==> config.mk <==
export PLATFORM = sky130hd
export DESIGN_NAME = opdly_sel
export DESIGN_NICKNAME = d
export VERILOG_FILES = /design/src/rtl/opdly_pkg.sv /design/src/rtl/opdly_exec_map.sv /design/src/rtl/opdly_branch_map.sv /design/src/rtl/opdly_pick.sv /design/src/rtl/opdly_sel.sv
export SDC_FILE = /design/constraint.sdc
export NUM_CORES = 1
export LEC_CHECK = 0
export BUFFER_PORTS_ARGS = -buffer_cell sky130_fd_sc_hd__buf_2
export CORE_AREA = 5 5 42 44
export DETAILED_ROUTE_END_ITERATION = 7
export DIE_AREA = 0 0 47 49
export PLACE_DENSITY = 0.46
export SLEW_MARGIN = 20
export SYNTH_ARGS = -nofsm -noshare
export SYNTH_HDL_FRONTEND = slang
export SYNTH_SLANG_ARGS = --single-unit
export TNS_END_PERCENT = 10
==> constraint.sdc <==
create_clock -name clk -period 2.47 [get_ports clk]
set_input_delay 0.1235 -clock clk [delete_from_list [all_inputs] [get_ports clk]]
set_output_delay 0.1235 -clock clk [all_outputs]
set_load 0.01 [all_outputs]
==> src/rtl/opdly_pkg.sv <==
package opdly_pkg;

  localparam int unsigned FIELD_W = 6;

  localparam logic [FIELD_W-1:0] OPC_REGFMT = 6'b000000;
  localparam logic [FIELD_W-1:0] FN_ADD     = 6'b100000;
  localparam logic [FIELD_W-1:0] FN_SUB     = 6'b100010;
  localparam logic [FIELD_W-1:0] FN_AND     = 6'b100100;
  localparam logic [FIELD_W-1:0] FN_NOP     = 6'b000000;

  typedef enum logic {
    STAGE_EXEC   = 1'b0,
    STAGE_DECODE = 1'b1
  } stage_kind_e;

  // Keep a configured class inside the legal range; out-of-range means slowest.
  function automatic int unsigned clamp_cls(input int unsigned cls, input int unsigned ncls);
    return (cls < ncls) ? cls : ncls - 1;
  endfunction

endpackage

==> src/rtl/opdly_exec_map.sv <==
module opdly_exec_map
  import opdly_pkg::*;
#(
  parameter int unsigned NCLS    = 3,
  parameter int unsigned CLS_ADD = 1,
  parameter int unsigned CLS_SUB = 2,
  parameter int unsigned CLS_AND = 0,
  parameter int unsigned CLS_NOP = 0
) (
  input  logic [FIELD_W-1:0] opcode_f,
  input  logic [FIELD_W-1:0] funct_f,
  output logic [NCLS-1:0]    act_mask
);

  localparam int unsigned C_ADD = clamp_cls(CLS_ADD, NCLS);
  localparam int unsigned C_SUB = clamp_cls(CLS_SUB, NCLS);
  localparam int unsigned C_AND = clamp_cls(CLS_AND, NCLS);
  localparam int unsigned C_NOP = clamp_cls(CLS_NOP, NCLS);
  localparam int unsigned C_MAX = NCLS - 1;

  // One bit per active operation class; unknown codes land in the slowest class.
  always_comb begin
    act_mask = '0;
    if (opcode_f == OPC_REGFMT) begin
      case (funct_f)
        FN_ADD:  act_mask[C_ADD] = 1'b1;
        FN_SUB:  act_mask[C_SUB] = 1'b1;
        FN_AND:  act_mask[C_AND] = 1'b1;
        FN_NOP:  act_mask[C_NOP] = 1'b1;
        default: act_mask[C_MAX] = 1'b1;
      endcase
    end else begin
      act_mask[C_MAX] = 1'b1;
    end
  end

endmodule

==> src/rtl/opdly_branch_map.sv <==
module opdly_branch_map
  import opdly_pkg::*;
#(
  parameter int unsigned NCLS         = 3,
  parameter int unsigned CLS_DEC_BASE = 1,
  parameter int unsigned CLS_BR_ADDR  = 2
) (
  input  logic            br_taken,
  output logic [NCLS-1:0] act_mask
);

  localparam int unsigned C_BASE = clamp_cls(CLS_DEC_BASE, NCLS);
  localparam int unsigned C_BR   = clamp_cls(CLS_BR_ADDR, NCLS);

  // The base decode work is always active; the address adder only matters when taken.
  always_comb begin
    act_mask         = '0;
    act_mask[C_BASE] = 1'b1;
    if (br_taken) act_mask[C_BR] = 1'b1;
  end

endmodule

==> src/rtl/opdly_pick.sv <==
module opdly_pick
  import opdly_pkg::*;
#(
  parameter int unsigned NCLS      = 3,
  parameter int unsigned FLOOR_CLS = 0,
  localparam int unsigned IDXW     = (NCLS > 1) ? $clog2(NCLS) : 1
) (
  input  logic [NCLS-1:0] act_mask,
  output logic [NCLS-1:0] pick_oh,
  output logic [IDXW-1:0] pick_idx
);

  localparam int unsigned F = clamp_cls(FLOOR_CLS, NCLS);

  logic [NCLS-1:0] merged;
  logic            seen;

  // Fold every class at or below the floor into the floor class.
  always_comb begin
    merged = '0;
    for (int c = 0; c < NCLS; c++) begin
      if (c <= int'(F)) merged[F] = merged[F] | act_mask[c];
      else              merged[c] = act_mask[c];
    end
    if (merged == '0) merged[NCLS-1] = 1'b1;
  end

  // Keep only the slowest active class.
  always_comb begin
    seen    = 1'b0;
    pick_oh = '0;
    for (int c = NCLS - 1; c >= 0; c--) begin
      pick_oh[c] = merged[c] & ~seen;
      seen       = seen | merged[c];
    end
  end

  // Binary encode of the isolated bit.
  always_comb begin
    pick_idx = '0;
    for (int c = 0; c < NCLS; c++) begin
      if (pick_oh[c]) pick_idx = pick_idx | IDXW'(c);
    end
  end

endmodule

==> src/rtl/opdly_sel.sv <==
module opdly_sel
  import opdly_pkg::*;
#(
  parameter stage_kind_e STAGE        = STAGE_EXEC,
  parameter int unsigned NCLS         = 3,
  parameter int unsigned FLOOR_CLS    = 0,
  parameter int unsigned CLS_ADD      = 1,
  parameter int unsigned CLS_SUB      = 2,
  parameter int unsigned CLS_AND      = 0,
  parameter int unsigned CLS_NOP      = 0,
  parameter int unsigned CLS_DEC_BASE = 1,
  parameter int unsigned CLS_BR_ADDR  = 2,
  localparam int unsigned IDXW        = (NCLS > 1) ? $clog2(NCLS) : 1
) (
  input  logic               clk,
  input  logic               rst,
  input  logic [FIELD_W-1:0] opcode_f,
  input  logic [FIELD_W-1:0] funct_f,
  input  logic               br_taken,
  output logic [NCLS-1:0]    sel_onehot,
  output logic [IDXW-1:0]    sel_idx,
  output logic [NCLS-2:0]    seg_en
);

  localparam int unsigned FLOOR_EFF = clamp_cls(FLOOR_CLS, NCLS);
  localparam int unsigned BR_EFF    = (clamp_cls(CLS_BR_ADDR, NCLS) > FLOOR_EFF)
                                      ? clamp_cls(CLS_BR_ADDR, NCLS) : FLOOR_EFF;

  logic [NCLS-1:0] exec_mask;
  logic [NCLS-1:0] dec_mask;
  logic [NCLS-1:0] act_mask;
  logic [NCLS-1:0] pick_oh;
  logic [IDXW-1:0] pick_idx;
  logic [NCLS-2:0] thermo;

  opdly_exec_map #(
    .NCLS(NCLS), .CLS_ADD(CLS_ADD), .CLS_SUB(CLS_SUB),
    .CLS_AND(CLS_AND), .CLS_NOP(CLS_NOP)
  ) u_exec_map (
    .opcode_f(opcode_f),
    .funct_f (funct_f),
    .act_mask(exec_mask)
  );

  opdly_branch_map #(
    .NCLS(NCLS), .CLS_DEC_BASE(CLS_DEC_BASE), .CLS_BR_ADDR(CLS_BR_ADDR)
  ) u_branch_map (
    .br_taken(br_taken),
    .act_mask(dec_mask)
  );

  assign act_mask = (STAGE == STAGE_EXEC) ? exec_mask : dec_mask;

  opdly_pick #(
    .NCLS(NCLS), .FLOOR_CLS(FLOOR_CLS)
  ) u_pick (
    .act_mask(act_mask),
    .pick_oh (pick_oh),
    .pick_idx(pick_idx)
  );

  // Segment k+1 is switched in whenever the class lies above k.
  always_comb begin
    for (int k = 0; k < NCLS - 1; k++) begin
      thermo[k] = (pick_idx > IDXW'(k));
    end
  end

  always_ff @(posedge clk) begin
    if (rst) begin
      sel_onehot <= {1'b1, {(NCLS-1){1'b0}}};
      sel_idx    <= IDXW'(NCLS - 1);
      seg_en     <= '1;
    end else begin
      sel_onehot <= pick_oh;
      sel_idx    <= pick_idx;
      seg_en     <= thermo;
    end
  end

  p_onehot_r1: assert property (@(posedge clk) disable iff (rst)
    $onehot(sel_onehot));

  p_idx_matches_bit_r2: assert property (@(posedge clk) disable iff (rst)
    sel_onehot[sel_idx] == 1'b1);

  p_floor_merge_r5: assert property (@(posedge clk) disable iff (rst)
    sel_idx >= IDXW'(FLOOR_EFF));

  p_segment_count_r8: assert property (@(posedge clk) disable iff (rst)
    $countones(seg_en) == int'(sel_idx));

  generate
    if (STAGE == STAGE_EXEC) begin : g_exec_chk
      p_unknown_opcode_r4: assert property (@(posedge clk) disable iff (rst)
        (opcode_f != OPC_REGFMT) |=> (sel_idx == IDXW'(NCLS - 1)));
    end else begin : g_dec_chk
      p_branch_slow_r6: assert property (@(posedge clk) disable iff (rst)
        br_taken |=> (sel_idx >= IDXW'(BR_EFF)));
    end
  endgenerate

endmodule

# == Word-level counts from Yosys, hierarchy flattened ==
# Cells that the tools add are included.
# word_totals
register_bits,7
in_bits,15
elab_cells,25
# classes
n_bitwise,5
magnitude_cmp,2
reduce_logical,5
n_eq_ne,2
mux,8
# ops
operator,n
"6-bit == test, second input constant",2
6-bit logical NOT,2
1-bit two-way mux,6
"2-bit by 1-bit greater-than comparator with 1-bit output, second input constant",2
2-bit two-way mux,2
3-bit logical NOT,1
3-bit OR reduction,1
1-bit bitwise AND,2
1-bit inverter,2
2-bit OR reduction,1
1-bit OR,1

# == Longest topological paths before layout ==
# logic_depth
word_depth,11
ltp_mapped,3

# == Cells and area by module ==
# Synthesis repeated with hierarchy kept, for this count alone.
# hier_totals
cells_unflattened,28
area_unflattened_um2,289.0
# by_module_without_submodules
mod,seq_area_each_um2,n_inst,area_per_inst_um2,cells_per_inst
opdly_sel,140.1,1,183.9,14
opdly_exec_map,0.0,1,66.3,9
opdly_pick,0.0,1,38.8,5

# == Least setup slack after synthesis ==
# Ideal clock, no wire load.
# synth_timing
path_kind,input-to-reg
from,input opcode_f[5]
to,register sel_onehot[1]
path_slack_ps,1380
setup_ps,62
arrival_ps,1028
cell_stages,3
cell_sequence,or4_4 nor4_4 and4b_1
# synth_via
elab_chain_len,6
elab_cells_between_ends,7
cone_classes,mux: 3; bitwise: 2; reduce/logical: 2
# synth_rtl
item,line,source
"start, declared",opdly_sel.sv:17,"input logic [FIELD_W-1:0] opcode_f,"
6-bit logical NOT (*),opdly_exec_map.sv:24,if (opcode_f == OPC_REGFMT) begin
2-bit two-way mux or 1-bit two-way mux (tied branches),opdly_exec_map.sv:24,
3-bit logical NOT,opdly_pick.sv:25,if (merged == '0) merged[NCLS-1] = 1'b1;
1-bit two-way mux,opdly_pick.sv:25,
1-bit inverter,opdly_pick.sv:33,pick_oh[c] = merged[c] & ~seen;
1-bit bitwise AND (*),opdly_pick.sv:33,
"end signal, assigned",opdly_sel.sv:71,"sel_onehot <= {1'b1, {(NCLS-1){1'b0}}};"
"end signal, assigned",opdly_sel.sv:75,sel_onehot <= pick_oh;
"end, declared",opdly_sel.sv:20,"output logic [NCLS-1:0] sel_onehot,"
# Every way passes the cells marked *; elsewhere a longest branch is shown, timed or not.
# A chain may end at the register's enable or synchronous reset.

# == Worst setup path in the final report ==
# Ends and elaborated chain as after synthesis.

==> summary.md <==
| Metric | Value |
|---|---|
| Quantity of gates resized following cts | 0 |
| Final antenna diode count | 0 |
| Post-route ant nets | 0 |
| Max clock buf depth | 2 |
| Number of maximum-capacitance violations | 0 |
| Wirelength per Cell | 9.37 um |
| CTS tree | done |
| Full die area | 2300 sq um |
| Final cycle utilization of the critical path | 0.411 |
| Average instance area after synthesis | 11.5 sq um |
| Hold Startpoint | opcode_f[1] |
| Most common library cell in the layout ignoring fill and taps | buf_2 |
| Aggregate global-route resource usage | 0.0529 |
| Root buffer selected by CTS | clkbuf_4 |
| Critical path's largest stage delay | 0.53 ns |
| Via count normalized by instance count | 3.90 |
| Clock transition at path regs | 0.04 ns |
| Post-CTS setup buffer count | 0 |
| Remaining design rule violation count | 0 |
| Number of register bits inferred by synthesis | 4 |
| Kind of end point of the critical path | register |
| Crit path max fanout | 4 |
| Number of nets in the layout | 53 |
| Synthesized-area fraction occupied by adder cells | 0 |
| Final Cell Area | 304 sq um |
| Maximum number of pins on one net before global-route repair | 5 |
| Standby leakage power | 0.143 nW |
| Peak supply drop | 0.000116 V |
| Dominant delay contributor by cell family on the critical path | simple AND/OR/NAND/NOR gates |
| Final weighted congestion in routability-driven placement | 0.657 |
| Total Neg Setup Slack | 0 ns |
| Total vias in the final route | 203 |
| Number of non-filler instances in the completed layout | 52 |
| Share of synthesized area spent on multiplexers | 0 |
| Count of standard-cell rows | 14 |
| Wire length of the first global-routing pass | 786 um |
| Data arrival time of the worst path | 1.19 ns |
| Clock sink count | 4 |
| Placed inst area | 282 sq um |
| Xor/xnor cell area share of the yosys netlist | 0 |
| Number of violations reported at the end of detailed-routing iteration 0 | 0 |
| Number of distinct library cells after synthesis | 10 |
| Synth Instances | 16 |
| CP max stage cell | or4_4 |
| Post-Synthesis Net Count | 31 |
| Total buffers and inverters traversed by the critical path | 1 |
| Antenna violations before repair | 0 |
| Number of top-level pins | 22 |
| Worst slew margin | 0.634 |
| Number of hold-slack violations in the final timing report | 0 |
| Tightest Pin Transition | 0.545 ns |
| Final count of negative-setup-slack endpoints | 0 |
| Area share of the largest cell type after synthesis | 0.435 |
| Port Buffers | 20 |
| DP Cell Count | 49 |
| Ratio of cells with drive above 1 in the final layout | 0.694 |
| Result of the run | finished clean |
| Clock buffer count from CTS | 3 |
| CTS Hold Bufs | 0 |
| Dominant cell type by area after synthesis | dfxtp_1 |
| Vias in the first global route | 207 |
| Compound-gate portion of the synthesized area | 0 |
| Worst EP required | 2.64 ns |
| Commonest non-fill, non-tap cells in the layout | 20 x buf_2, 4 x dfxtp_1, 3 x clkbuf_4 |
| Area added between synthesis and finish | 65.3% |
| Kind of critical path | in2reg |
| Cells traversed along the worst timing path | buf_2, or4_4, nor4_4, and4b_1 |
| Total congestion overflow after global routing | 0 |
| H-Tree Depth | 1 |
| Launching instance or port of the critical path | opcode_f[5] |
| Vertical die dimension | 49 um |
| Synth top area cells | dfxtp_1 44%, buf_4 12%, nor4_4 12% |
| Hold WS | 0.119 ns |
| CP Launch Type | primary input |
| Fraction of the yosys area taken by sequential cells | 0.435 |
| Maximum clock frequency | 0.985 GHz |
| Hold/Removal Path Class | in2reg |
| Mapped cell area | 184 sq um |
| Chip Width | 47 um |
| Shortest period the worst path allows | 1.02 ns |
| Area fraction in and, or, nand and nor cells after synthesis | 0.442 |
| Initial core utilization | 0.131 |
| Layout Utilization | 0.217 |
| Cell Pwr Density | 527 nW/um^2 |
| Drt total wl | 487 um |
| Std-Cell Core Area | 1400 sq um |
| Dominant combinational cell family by area after synthesis | simple AND/OR/NAND/NOR gates |
| RSZ-0062 raised after global routing | no |
| First-pass iteration count of the detailed router | 1 |
| Final Slew Violations | 0 |
| Yosys synthesis warning count | 0 |
-- sequential cells by signal, summed over array words and instances (netlist names) --
signal / count
sel_onehot: 3
seg_en: 1
-- where the power goes --
part | internal [mW] | total, mW | switching [mW]
logic | 0.00930 | 0.0155 | 0.00624
clock network | 0.0543 | 0.0797 | 0.0255
registers | 0.0650 | 0.0650 | 0.00000723
total | 0.129 | 0.160 | 0.0317
-- cell type report --
type / instances / area (sq um)
flip-flops and latches: 4 / 80.1
clock buffers: 3 / 22.5
fillers: 173 / 1100
multi-input cells: 9 / 81.3
repair buffers: 20 / 100
well taps: 16 / 20.0
-- final timing paths --
kind / to / slack (ns) / depth (start not counted)
worst max-delay path: sel_onehot[1] / 1.45 / 4
worst min-delay path: sel_onehot[2] / 0.12 / 3
-- cells in the mapped netlist --
master	number
and4b_1	1
nor4_4	1
or4_4	1
nand4_1	1
nand2b_1	2
buf_4	3
dfxtp_1	4
nand3_1	1
nor4_1	1
and4_1	1
-- metrics by stage --
stage	setup WS, ns	total power, mW
final	1.45	0.160
after global routing	1.41	0.171
after CTS	1.45	0.165
after detailed placement	1.20	0.0817
after global placement	1.21	0.0817
after floorplan	1.38	0.0696
-- cell families (layout without fill, tap and decap cells) --
logic type,Yosys count,in the layout
buffers and inverters,3,23
flip-flops,4,4
AND/OR/NAND/NOR,9,9
-- per-layer routing --
layer	GRT usage	wire length [um]	vias up
met5	0	0	-
met4	0.0415	0	0
met3	0.0554	139	0
met2	0.0633	168	20
met1	0.0508	178	85
li1	-	-	98
Note: power is estimated with default switching activity, not from simulation.
